**config.mk**
```make
export PLATFORM = sky130hd
export DESIGN_NAME = halt_power_ctrl
export DESIGN_NICKNAME = d
export VERILOG_FILES = /design/src/rtl/hpc_pkg.sv /design/src/rtl/hpc_delay.sv /design/src/rtl/hpc_ctrl.sv /design/src/rtl/halt_power_ctrl.sv
export SDC_FILE = /design/constraint.sdc
export NUM_CORES = 1
export LEC_CHECK = 0
export ABC_AREA = 1
export BUFFER_PORTS_ARGS = -buffer_cell sky130_fd_sc_hd__buf_2
export CORE_MARGIN = 2
export CORE_UTILIZATION = 35
export DETAILED_ROUTE_END_ITERATION = 10
export PLACE_DENSITY_LB_ADDON = 0.05
export REMOVE_ABC_BUFFERS = 1
export SLEW_MARGIN = 20
export SYNTH_ARGS = -nofsm -noshare
export SYNTH_HDL_FRONTEND = slang
export SYNTH_HIERARCHICAL = 1
export SYNTH_SLANG_ARGS = --single-unit
```
**constraint.sdc**
```tcl
create_clock -name clk -period 2.1 [get_ports clk]
set_input_delay 0.105 -clock clk [delete_from_list [all_inputs] [get_ports clk]]
set_output_delay 0.105 -clock clk [all_outputs]
set_load 0.01 [all_outputs]
```
**src/rtl/hpc_pkg.sv**
```systemverilog
package hpc_pkg;
  typedef enum logic [2:0] {
    ST_RUN, ST_AENTER, ST_AHALT, ST_HALT, ST_DELAY, ST_FETCH, ST_SERVICE
  } pwrState_t;

  typedef struct packed {
    logic load;
    logic count;
  } dlyCtl_t;

  localparam logic [1:0] MASK_OPEN = 2'b10;
endpackage

```
**src/rtl/hpc_delay.sv**
```systemverilog
module hpc_delay
  import hpc_pkg::*;
#(
  parameter int SHORT_DLY = 256,
  parameter int LONG_DLY  = 4096
) (
  input  logic    clk,
  input  logic    rstN,
  input  dlyCtl_t ctl,
  input  logic    longSel,
  output logic    done
);
  localparam int CW = $clog2(LONG_DLY);
  localparam logic [CW-1:0] SHORT_LAST = CW'(SHORT_DLY - 1);
  localparam logic [CW-1:0] LONG_LAST  = CW'(LONG_DLY - 1);

  logic [CW-1:0] cnt;
  logic [CW-1:0] lastIdx;

  assign done = ctl.count && (cnt == lastIdx);

  always_ff @(posedge clk or negedge rstN) begin
    if (!rstN) begin
      cnt     <= '0;
      lastIdx <= SHORT_LAST;
    end else if (ctl.load) begin
      cnt     <= '0;
      lastIdx <= longSel ? LONG_LAST : SHORT_LAST;
    end else if (ctl.count && !done) begin
      cnt <= cnt + 1'b1;
    end
  end

  // the wait counter never runs past its selected terminal index
  assert_cnt_bound_R8: assert property (@(posedge clk) disable iff (!rstN)
    ctl.count |-> (cnt <= lastIdx));
endmodule

```
**src/rtl/hpc_ctrl.sv**
```systemverilog
module hpc_ctrl
  import hpc_pkg::*;
(
  input  logic    clk,
  input  logic    rstN,
  input  logic    haltReq,
  input  logic    oscIntEn,
  input  logic    rtcIrq,
  input  logic    extIrq,
  input  logic    resetReq,
  input  logic    wdgActive,
  input  logic    dlyDone,
  output dlyCtl_t ctl,
  output logic    cpuClkEn,
  output logic    perClkEn,
  output logic    oscClkEn,
  output logic    maskForce,
  output logic [1:0] maskVal,
  output logic    vectorFetch,
  output logic    irqService
);
  pwrState_t state, nxt;

  always_comb begin
    nxt = state;
    unique case (state)
      ST_RUN:
        if (haltReq) begin
          if (oscIntEn)       nxt = ST_AENTER;
          else if (wdgActive) nxt = ST_DELAY;
          else                nxt = ST_HALT;
        end
      ST_AENTER, ST_AHALT: begin
        if (resetReq)    nxt = ST_DELAY;
        else if (rtcIrq) nxt = ST_SERVICE;
        else             nxt = ST_AHALT;
      end
      ST_HALT: begin
        if (resetReq)    nxt = ST_DELAY;
        else if (extIrq) nxt = ST_SERVICE;
      end
      ST_DELAY:   if (dlyDone) nxt = ST_FETCH;
      ST_FETCH:   nxt = ST_RUN;
      ST_SERVICE: nxt = ST_RUN;
      default:    nxt = ST_RUN;
    endcase
  end

  always_ff @(posedge clk or negedge rstN) begin
    if (!rstN) state <= ST_RUN;
    else       state <= nxt;
  end

  always_comb begin
    ctl.load  = (nxt == ST_DELAY) && (state != ST_DELAY);
    ctl.count = (state == ST_DELAY);
  end

  always_comb begin
    cpuClkEn    = (state == ST_RUN) || (state == ST_FETCH) || (state == ST_SERVICE);
    perClkEn    = cpuClkEn;
    oscClkEn    = (state != ST_HALT);
    maskForce   = (state == ST_AENTER);
    maskVal     = maskForce ? MASK_OPEN : 2'b00;
    vectorFetch = (state == ST_FETCH);
    irqService  = (state == ST_SERVICE);
  end

  // the mask override only follows a halt taken with the flag set
  assert_mask_cause_R1: assert property (@(posedge clk) disable iff (!rstN)
    maskForce |-> $past(haltReq && oscIntEn));
  // the override lasts a single cycle
  assert_mask_single_R3: assert property (@(posedge clk) disable iff (!rstN)
    maskForce |=> !maskForce);
  // the core never runs on a stopped oscillator
  assert_clk_order_R2: assert property (@(posedge clk) disable iff (!rstN)
    cpuClkEn |-> oscClkEn);
  // a vector fetch only follows a completed wait
  assert_fetch_after_wait_R8: assert property (@(posedge clk) disable iff (!rstN)
    vectorFetch |-> $past(dlyDone));
  // a service request never coincides with a reset request at the wake edge
  assert_reset_wins_R9: assert property (@(posedge clk) disable iff (!rstN)
    irqService |-> !$past(resetReq));
  // a wake out of active halt is caused by the timer interrupt
  assert_ahalt_wake_R5: assert property (@(posedge clk) disable iff (!rstN)
    (irqService && $past(state == ST_AHALT)) |-> $past(rtcIrq));
endmodule

```
**src/rtl/halt_power_ctrl.sv**
```systemverilog
module halt_power_ctrl
  import hpc_pkg::*;
#(
  parameter int SHORT_DLY = 256,
  parameter int LONG_DLY  = 4096
) (
  input  logic       clk,
  input  logic       rstN,
  input  logic       haltReq,
  input  logic       oscIntEn,
  input  logic       rtcIrq,
  input  logic       extIrq,
  input  logic       resetReq,
  input  logic       wdgActive,
  input  logic       delaySel,
  output logic       cpuClkEn,
  output logic       perClkEn,
  output logic       oscClkEn,
  output logic       maskForce,
  output logic [1:0] maskVal,
  output logic       vectorFetch,
  output logic       irqService
);
  dlyCtl_t dlyCtl;
  logic    dlyDone;

  hpc_ctrl u_ctrl (
    .clk(clk), .rstN(rstN), .haltReq(haltReq), .oscIntEn(oscIntEn),
    .rtcIrq(rtcIrq), .extIrq(extIrq), .resetReq(resetReq),
    .wdgActive(wdgActive), .dlyDone(dlyDone), .ctl(dlyCtl),
    .cpuClkEn(cpuClkEn), .perClkEn(perClkEn), .oscClkEn(oscClkEn),
    .maskForce(maskForce), .maskVal(maskVal),
    .vectorFetch(vectorFetch), .irqService(irqService)
  );

  hpc_delay #(.SHORT_DLY(SHORT_DLY), .LONG_DLY(LONG_DLY)) u_delay (
    .clk(clk), .rstN(rstN), .ctl(dlyCtl), .longSel(delaySel), .done(dlyDone)
  );
endmodule

```
==> impl_metrics.py, run 1 <==
metrics = {
    "status": {
        "status": "finished clean",
    },
    "route": {
        "drcViolationCount": 0,
        "wl_per_cell_um": 11.8,
        "via_per_inst": 4.59,
        "totalWireLength_um": 2770,
        "vias": 1078,
        "dr.pass1.iters": 4,
        "antenna_left": 0,
        "drt-initial-drc-count": 46,
    },
    "critical_path": {
        "endpoint_kind": "flip-flop",
        "startpoint_type": "flip-flop",
        "slowest_stage": "dfrtp_1",
        "slowest_delay_ns": 0.44,
        "reg2reg_slack_ns": 0.16,
        "critical_path_class": "reg -> reg",
        "rr_startpoint": "u_delay/cnt[1]$_DFFE_PN0P_",
        "cp.required_ns": 2.27,
        "cp_top_family": "simple AND/OR/NAND/NOR gates",
        "cp.buffers_inverters": 2,
        "ff2ff_path_depth": 15,
        "crit_top_cell": "nand2_1",
        "worstPathCellList": "ha_4 > nand2_2 > clkinv_2 > nand2_4 > nor2_8 > nand2_4 > nor2_1 > nand2_1 > nand2_1 > nor2_2 > nand2_1 > nor2_2 > inv_4 > nand3_4 > o21ai_0",
        "arrival_ns": 2.11,
        "cp_max_fo": 9,
        "reg2reg_to": "u_delay/cnt[8]$_DFFE_PN0P_",
    },
    "power_and_ir_drop": {
        "finalPower_uw": 1660,
        "p_leak_uw": 0.000753,
        "vdd.ir_drop.worst_mv": 0.692,
        "pwr_density_cell_nw_per_um2": 1140,
    },
    "clock_tree": {
        "cts_buffer_depth": 2,
        "h-tree-depth": 1,
        "cts_tree": "done",
        "clk_latency_ns": 0.29,
        "clkTransAtPathRegs_ns": 0.09,
        "cts_buffers": 3,
        "cts_sinks": 16,
        "cts-root-buf": "clkbuf_4",
    },
    "timing": {
        "slew_viol_final": 0,
        "finalHoldViolations": 0,
        "setup_viol": 0,
        "skew_ns": 0.00390,
        "grt_setup_unrepaired": "no",
        "min_period_over_period_pct": 92.4,
        "fmax_mhz": 515,
        "min_period_ns": 1.94,
    },
    "placed_design": {
        "place_congestion": 0.785,
        "place_hpwl_um": 2110,
        "io_buffers": 15,
        "placed_area_sq_um": 1360,
    },
    "synthesis": {
        "ys_seq_area_share_pct": 33.1,
        "ys_types": 31,
        "syn_inst": 164,
        "synth_area_sq_um": 1210,
        "synth_seq_cells": 16,
        "synth_area_per_cell_sq_um": 7.39,
        "synth_warnings": 6,
    },
    "flow_run": {
        "drv_cap": 0,
    },
    "die": {
        "die_w_um": 62.8,
        "num_rows": 21,
        "ios": 17,
        "coreArea_sq_um": 3340,
        "dieArea_sq_um": 3950,
        "die_h_um": 62.8,
        "start_util_pct": 36.3,
    },
    "layout": {
        "stdcell_area_sq_um": 1460,
        "antenna_cells": 0,
        "fin_util_pct": 43.8,
        "drive_above_1_share_pct": 34.4,
        "nets": 201,
        "syn2layout_area_growth_pct": 20.8,
    },
    "grt": {
        "grt_usage_pct": 15.2,
        "grt_max_degree": 17,
        "grt_pass1_vias": 1035,
        "gr-total-overflow": 0,
        "grt_first_pass_wirelength_um": 4780,
        "antenna_found_initial": 0,
    },
    "hold_path": {
        "min-delay-start": "delaySel",
        "worst_hold_path.endpoint": "u_delay/lastIdx[10]$_DFFE_PN0P_",
        "hold_class": "in -> reg",
        "hold_path_depth": 3,
    },
}
[stage by stage]
step           cells  hold WS [ns]  setup TNS (ns)  setup WS, ns
2_1_floorplan    159        -0.191           -2.55        -0.262
3_3_place_gp     229        0.0457               0        0.0256
3_5_place_dp     229        0.0522         -0.0812       -0.0252
4_1_cts          233        0.0167               0        0.0381
5_1_grt          235        0.0340               0        0.0109
6_report         235        0.0166               0         0.159
[cell usage after synthesis]
cell type | count | share of area [%]
inv_1 | 12 | 3.7
a21o_1 | 1 | 0.62
nor2_1 | 24 | 7.4
clkinv_1 | 1 | 0.31
nor3_1 | 1 | 0.41
nand3b_1 | 1 | 0.62
xnor2_1 | 2 | 1.4
nand3_1 | 16 | 6.6
buf_2 | 1 | 0.41
or3_1 | 1 | 0.52
buf_4 | 3 | 1.9
a21oi_1 | 2 | 0.83
o21ai_2 | 7 | 5.1
clkinv_2 | 1 | 0.41
conb_1 | 1 | 0.31
o21bai_1 | 2 | 1.2
inv_2 | 3 | 0.93
nor2_2 | 2 | 1.0
buf_12 | 1 | 1.7
nand2_1 | 42 | 13
ha_1 | 1 | 1.0
xor2_1 | 1 | 0.72
nand3_4 | 1 | 1.4
or2_2 | 1 | 0.52
nor2_8 | 1 | 1.7
o21ai_0 | 4 | 1.7
dfrtp_1 | 16 | 33
nand2_4 | 4 | 3.7
nand3_2 | 6 | 5.0
nand2_2 | 4 | 2.1
a21oi_2 | 1 | 0.72
[state kept, by name, summed over array words and instances (netlist names)]
register / cells
u_delay/cnt: 12
u_ctrl/state: 3
u_delay/lastIdx: 1
[cell families (layout without fill, tap and decap cells)]
family,after synthesis,in the layout,synth area share (%)
xor+xnor,3,3,2.17
buf+inv,22,47,9.30
compound gates,17,17,10.1
fa+ha+maj,1,1,1.03
flops,16,16,33.1
other cells,1,1,0.310
simple gates,104,104,44.0
[cells in the final DEF, fill, tap and decap left out, types with 2 or more instances in the layout]
master,n
nand2_4,4
o21bai_1,2
nand2_1,41
o21ai_2,7
dfrtp_1,16
nand3_2,6
xnor2_1,2
nor2_1,22
inv_2,3
nand3_1,16
o21ai_0,4
buf_2,15
buf_4,8
clkbuf_4,3
nor2_2,4
a21oi_1,2
nand2_2,5
inv_1,12
[worst max-delay path by stage]
stage	startpoint	to	slack, ns	depth (start not counted)
after detailed placement	u_delay/cnt[1]$_DFFE_PN0P_	u_delay/cnt[8]$_DFFE_PN0P_	-0.03	16
after floorplan	u_delay/cnt[0]$_DFFE_PN0P_	u_delay/cnt[7]$_DFFE_PN0P_	-0.26	15
after CTS	u_delay/cnt[1]$_DFFE_PN0P_	u_delay/cnt[8]$_DFFE_PN0P_	0.04	16
after global placement	u_delay/cnt[0]$_DFFE_PN0P_	u_delay/cnt[8]$_DFFE_PN0P_	0.03	16
after global routing	u_delay/cnt[1]$_DFFE_PN0P_	u_delay/cnt[7]$_DFFE_PN0P_	0.01	16
final	u_delay/cnt[1]$_DFFE_PN0P_	u_delay/cnt[8]$_DFFE_PN0P_	0.16	15
[per-layer routing]
layer / track usage (%) / share of wire (%)
met1: 20.8 / 50
met4: 2.50 / 1.1
met3: 3.78 / 3.5
met5: 0 / 0
met2: 24.7 / 46
[where the power goes]
part           switching (uW)  total (uW)  internal, uW
Combinational             619        1060           438
Sequential               73.4         441           368
Clock                    96.5         163          66.6
Total                     789        1660           872
[cell type report]
cell class	instances	area, sq um
repair buffers	27	196
multi-input cells	126	718
inverters	17	67.6
clock buffers	3	22.5
fillers	355	1870
flip-flops and latches	16	400
well taps	46	57.6
[worst min-delay path, delay by kind of cell]
kind                   cells  cell delay, ns
buffers and inverters      1            0.07
and+or+nand+nor            2            0.09
[timing repair]
action                     CTS  global route
buffers inserted             0             1
hold endpoints to repair    16             0
cloned                       0             1
gates resized for setup      2             8
setup endpoints to repair   10            13
pin swaps                    0             3
hold buffers                 1             0
Note: power is estimated with default switching activity, not from simulation.
==> run 2, diff against run 1 <==
- ABC_AREA: 1 -> not set
- SLEW_MARGIN: 20 -> 30
==> run 2 against run 1 <==
Against the previous run: sequential share of layout area rose by 5.3 points; register-to-register slack improved by 0.04 ns; critical path depth fell by 9; synthesized area fell by 12%; total power fell by 23%; count of clock-buffer cells in the layout rose by 1; sequential cell count did not move; clock power rose by 27%; via count fell by 18%; synthesized cell count fell by 26%; combinational power fell by 42%; worst setup slack improved by 0.042 ns; critical path type unchanged; largest cell class unchanged; highest routed layer unchanged.
==> impl_metrics.py, run 2 <==
metrics = {
    "synthesis": {
        "synth_warnings": 6,
        "synth_common_cells": "dfrtp_1 (16), nor2_1 (14), nand2_1 (12)",
        "synth_edf_count": 0,
        "synth_area_sq_um": 1070,
        "synth_top_area_share_pct": 37.4,
        "synth_area_per_cell_sq_um": 8.85,
        "syn_inst": 121,
        "yosys.area.top_type": "dfrtp_1",
        "ys_types": 41,
        "async_flop_share_pct": 100,
        "synth_flop_cell": "dfrtp_1",
        "ys_seq_area_share_pct": 37.4,
        "yosys-top-cells-area": "dfrtp_1 (37%), mux2_2 (7.4%), nor2b_1 (5.3%)",
        "synthMostInstantiatedCell": "dfrtp_1",
        "synth_seq_cells": 16,
    },
    "placed_design": {
        "place_hpwl_um": 1640,
        "io_buffers": 15,
        "place_congestion": 0.714,
    },
    "timing": {
        "min_period_ns": 1.90,
        "fmax_mhz": 527,
        "skew_ns": 0.00103,
        "setup_viol": 0,
        "slew_viol_final": 0,
        "setup_tns_ns": 0,
        "grt_setup_unrepaired": "no",
        "min_period_over_period_pct": 90.4,
        "finalHoldViolations": 0,
    },
    "layout": {
        "fillers": 295,
        "final_cell_mix": "dfrtp_1 (16), buf_2 (15), nor2_1 (14)",
        "final_common_cell": "dfrtp_1",
        "largest_register_ffs": 12,
        "syn2layout_area_growth_pct": 14.5,
        "largest-register": "u_delay/cnt",
        "nets": 149,
        "antenna_cells": 0,
        "reg_top3": "u_delay/cnt x12, u_ctrl/state x3, u_delay/lastIdx x1",
        "drive_above_1_share_pct": 26.8,
    },
    "status": {
        "status": "finished clean",
    },
    "critical_path": {
        "critical_path_class": "reg -> reg",
        "cp.buffers_inverters": 1,
        "arrival_ns": 2.08,
        "slowest_stage": "dfrtp_1",
        "cp_max_fo": 8,
        "cp.required_ns": 2.28,
        "slowest_delay_ns": 0.49,
        "endpoint_kind": "flip-flop",
        "startpoint_type": "flip-flop",
        "ff2ff_path_depth": 6,
        "cp_top_family": "simple AND/OR/NAND/NOR gates",
        "worst-path-stages": 6,
        "worstPathCellList": "nor2_4 > nand2_1 > inv_1 > nand3_1 > nor4_1 > mux2_2",
    },
    "grt": {
        "grt_first_pass_wirelength_um": 3860,
        "grt_pass1_vias": 866,
        "antenna_found_initial": 0,
        "grt_max_degree": 17,
        "gr-total-overflow": 0,
        "grt_usage_pct": 14.5,
    },
    "clock_tree": {
        "cts_buffers": 3,
        "cts_tree": "done",
        "clk_latency_ns": 0.29,
        "h-tree-depth": 1,
        "cts_sinks": 16,
        "cts-root-buf": "clkbuf_4",
        "post-cts-setup-buffers": 0,
        "cts_buffer_depth": 2,
        "clkTransAtPathRegs_ns": 0.09,
    },
    "power_and_ir_drop": {
        "pwr_density_cell_nw_per_um2": 1040,
        "p_sw_uw": 528,
        "combPwrFrac_pct": 48.5,
        "clkPwrFrac_pct": 16.2,
        "p_int_uw": 747,
        "p_seq_share_pct": 35.3,
        "sw_frac_of_total_pct": 41.4,
        "finalPower_uw": 1270,
        "p_leak_uw": 0.000563,
        "vdd.ir_drop.worst_mv": 0.507,
    },
    "die": {
        "start_util_pct": 36.0,
        "ios": 17,
        "dieArea_sq_um": 3520,
        "coreArea_sq_um": 2980,
        "die_h_um": 59.3,
        "die_w_um": 59.3,
        "num_rows": 20,
    },
    "route": {
        "dr.pass1.iters": 4,
        "via_per_inst": 5.16,
        "antenna_left": 0,
        "drcViolationCount": 0,
        "drt-initial-drc-count": 34,
        "vias": 883,
        "wl_per_cell_um": 12.6,
        "totalWireLength_um": 2160,
    },
    "flow_run": {
        "drv_cap": 0,
    },
    "hold_path": {
        "hold_class": "in -> reg",
        "hold_path_depth": 2,
    },
}
run 2: power groups by stage:
stage          sequential, uW  combinational [uW]  clock, uW
6_report                  450                 618        207
5_1_grt                   464                 689        231
4_1_cts                   447                 624        219
3_5_place_dp              453                 619          0
3_3_place_gp              450                 606          0
2_1_floorplan             439                 414          0
run 2: cells by family after synthesis:
group,Yosys count,synth area share [%]
mux,8,8.29
xor+xnor,1,0.818
flops,16,37.4
fa+ha+maj,1,1.17
buf+inv,13,6.77
other cells,1,0.350
simple gates,57,27.5
compound gates,24,17.8
run 2: path summary, 6_finish.rpt:
check / startpoint / to / slack [ns]
worst max-delay path: u_ctrl/state[0]$_DFF_PN0_ / u_delay/cnt[10]$_DFFE_PN0P_ / 0.20
worst min-delay path: delaySel / u_delay/lastIdx[10]$_DFFE_PN0P_ / 0.04
worst max register to register: u_ctrl/state[0]$_DFF_PN0_ / u_delay/cnt[10]$_DFFE_PN0P_ / 0.20
worst min register to register: u_delay/lastIdx[10]$_DFFE_PN0P_ / u_delay/lastIdx[10]$_DFFE_PN0P_ / 0.54
max in group asynchronous: rstN / u_delay/lastIdx[10]$_DFFE_PN0P_ / 1.57
min in group asynchronous: rstN / u_ctrl/state[0]$_DFF_PN0_ / 0.26
run 2: metrics by stage:
stage	util, %	hold WS [ns]	setup slack (ns)	std cells	instance area [sq um]
global route	41.2	0.0284	0.0409	171	1230
detailed placement	39.5	0.0490	0.163	166	1170
global placement	39.5	0.0498	0.177	166	1170
floorplan	-	-0.191	0.267	112	1010
finish	41.2	0.0435	0.201	171	1230
CTS	41.0	0.0298	0.152	171	1220
run 2: metal layers:
layer | GRT usage [%] | up-vias | wire length (um) | part of all wire [%]
met3 | 4.59 | 2 | 94 | 4.4
met4 | 2.92 | 0 | 10 | 0.46
met5 | 0 | - | 0 | 0
li1 | - | 465 | - | -
met1 | 19.4 | 406 | 1070 | 50
met2 | 23.1 | 10 | 981 | 45
run 2: final cells by class:
type                    instances  area, sq um  share of cell area, %
inverters                       4         15.0                   1.22
well taps                      33         41.3                   3.37
flip-flops and latches         16          400                   32.7
multi-input cells              92          603                   49.2
repair buffers                 22          130                   10.6
clock buffers                   4         36.3                   2.96
run 2: timing repair:
| action | 4_1_cts | 5_1_grt |
|---|---|---|
| endpoints found under the setup margin | 0 | 3 |
| gates resized for setup | 0 | 1 |
| hold endpoints to repair | 16 | 0 |
| hold buffers | 1 | 0 |
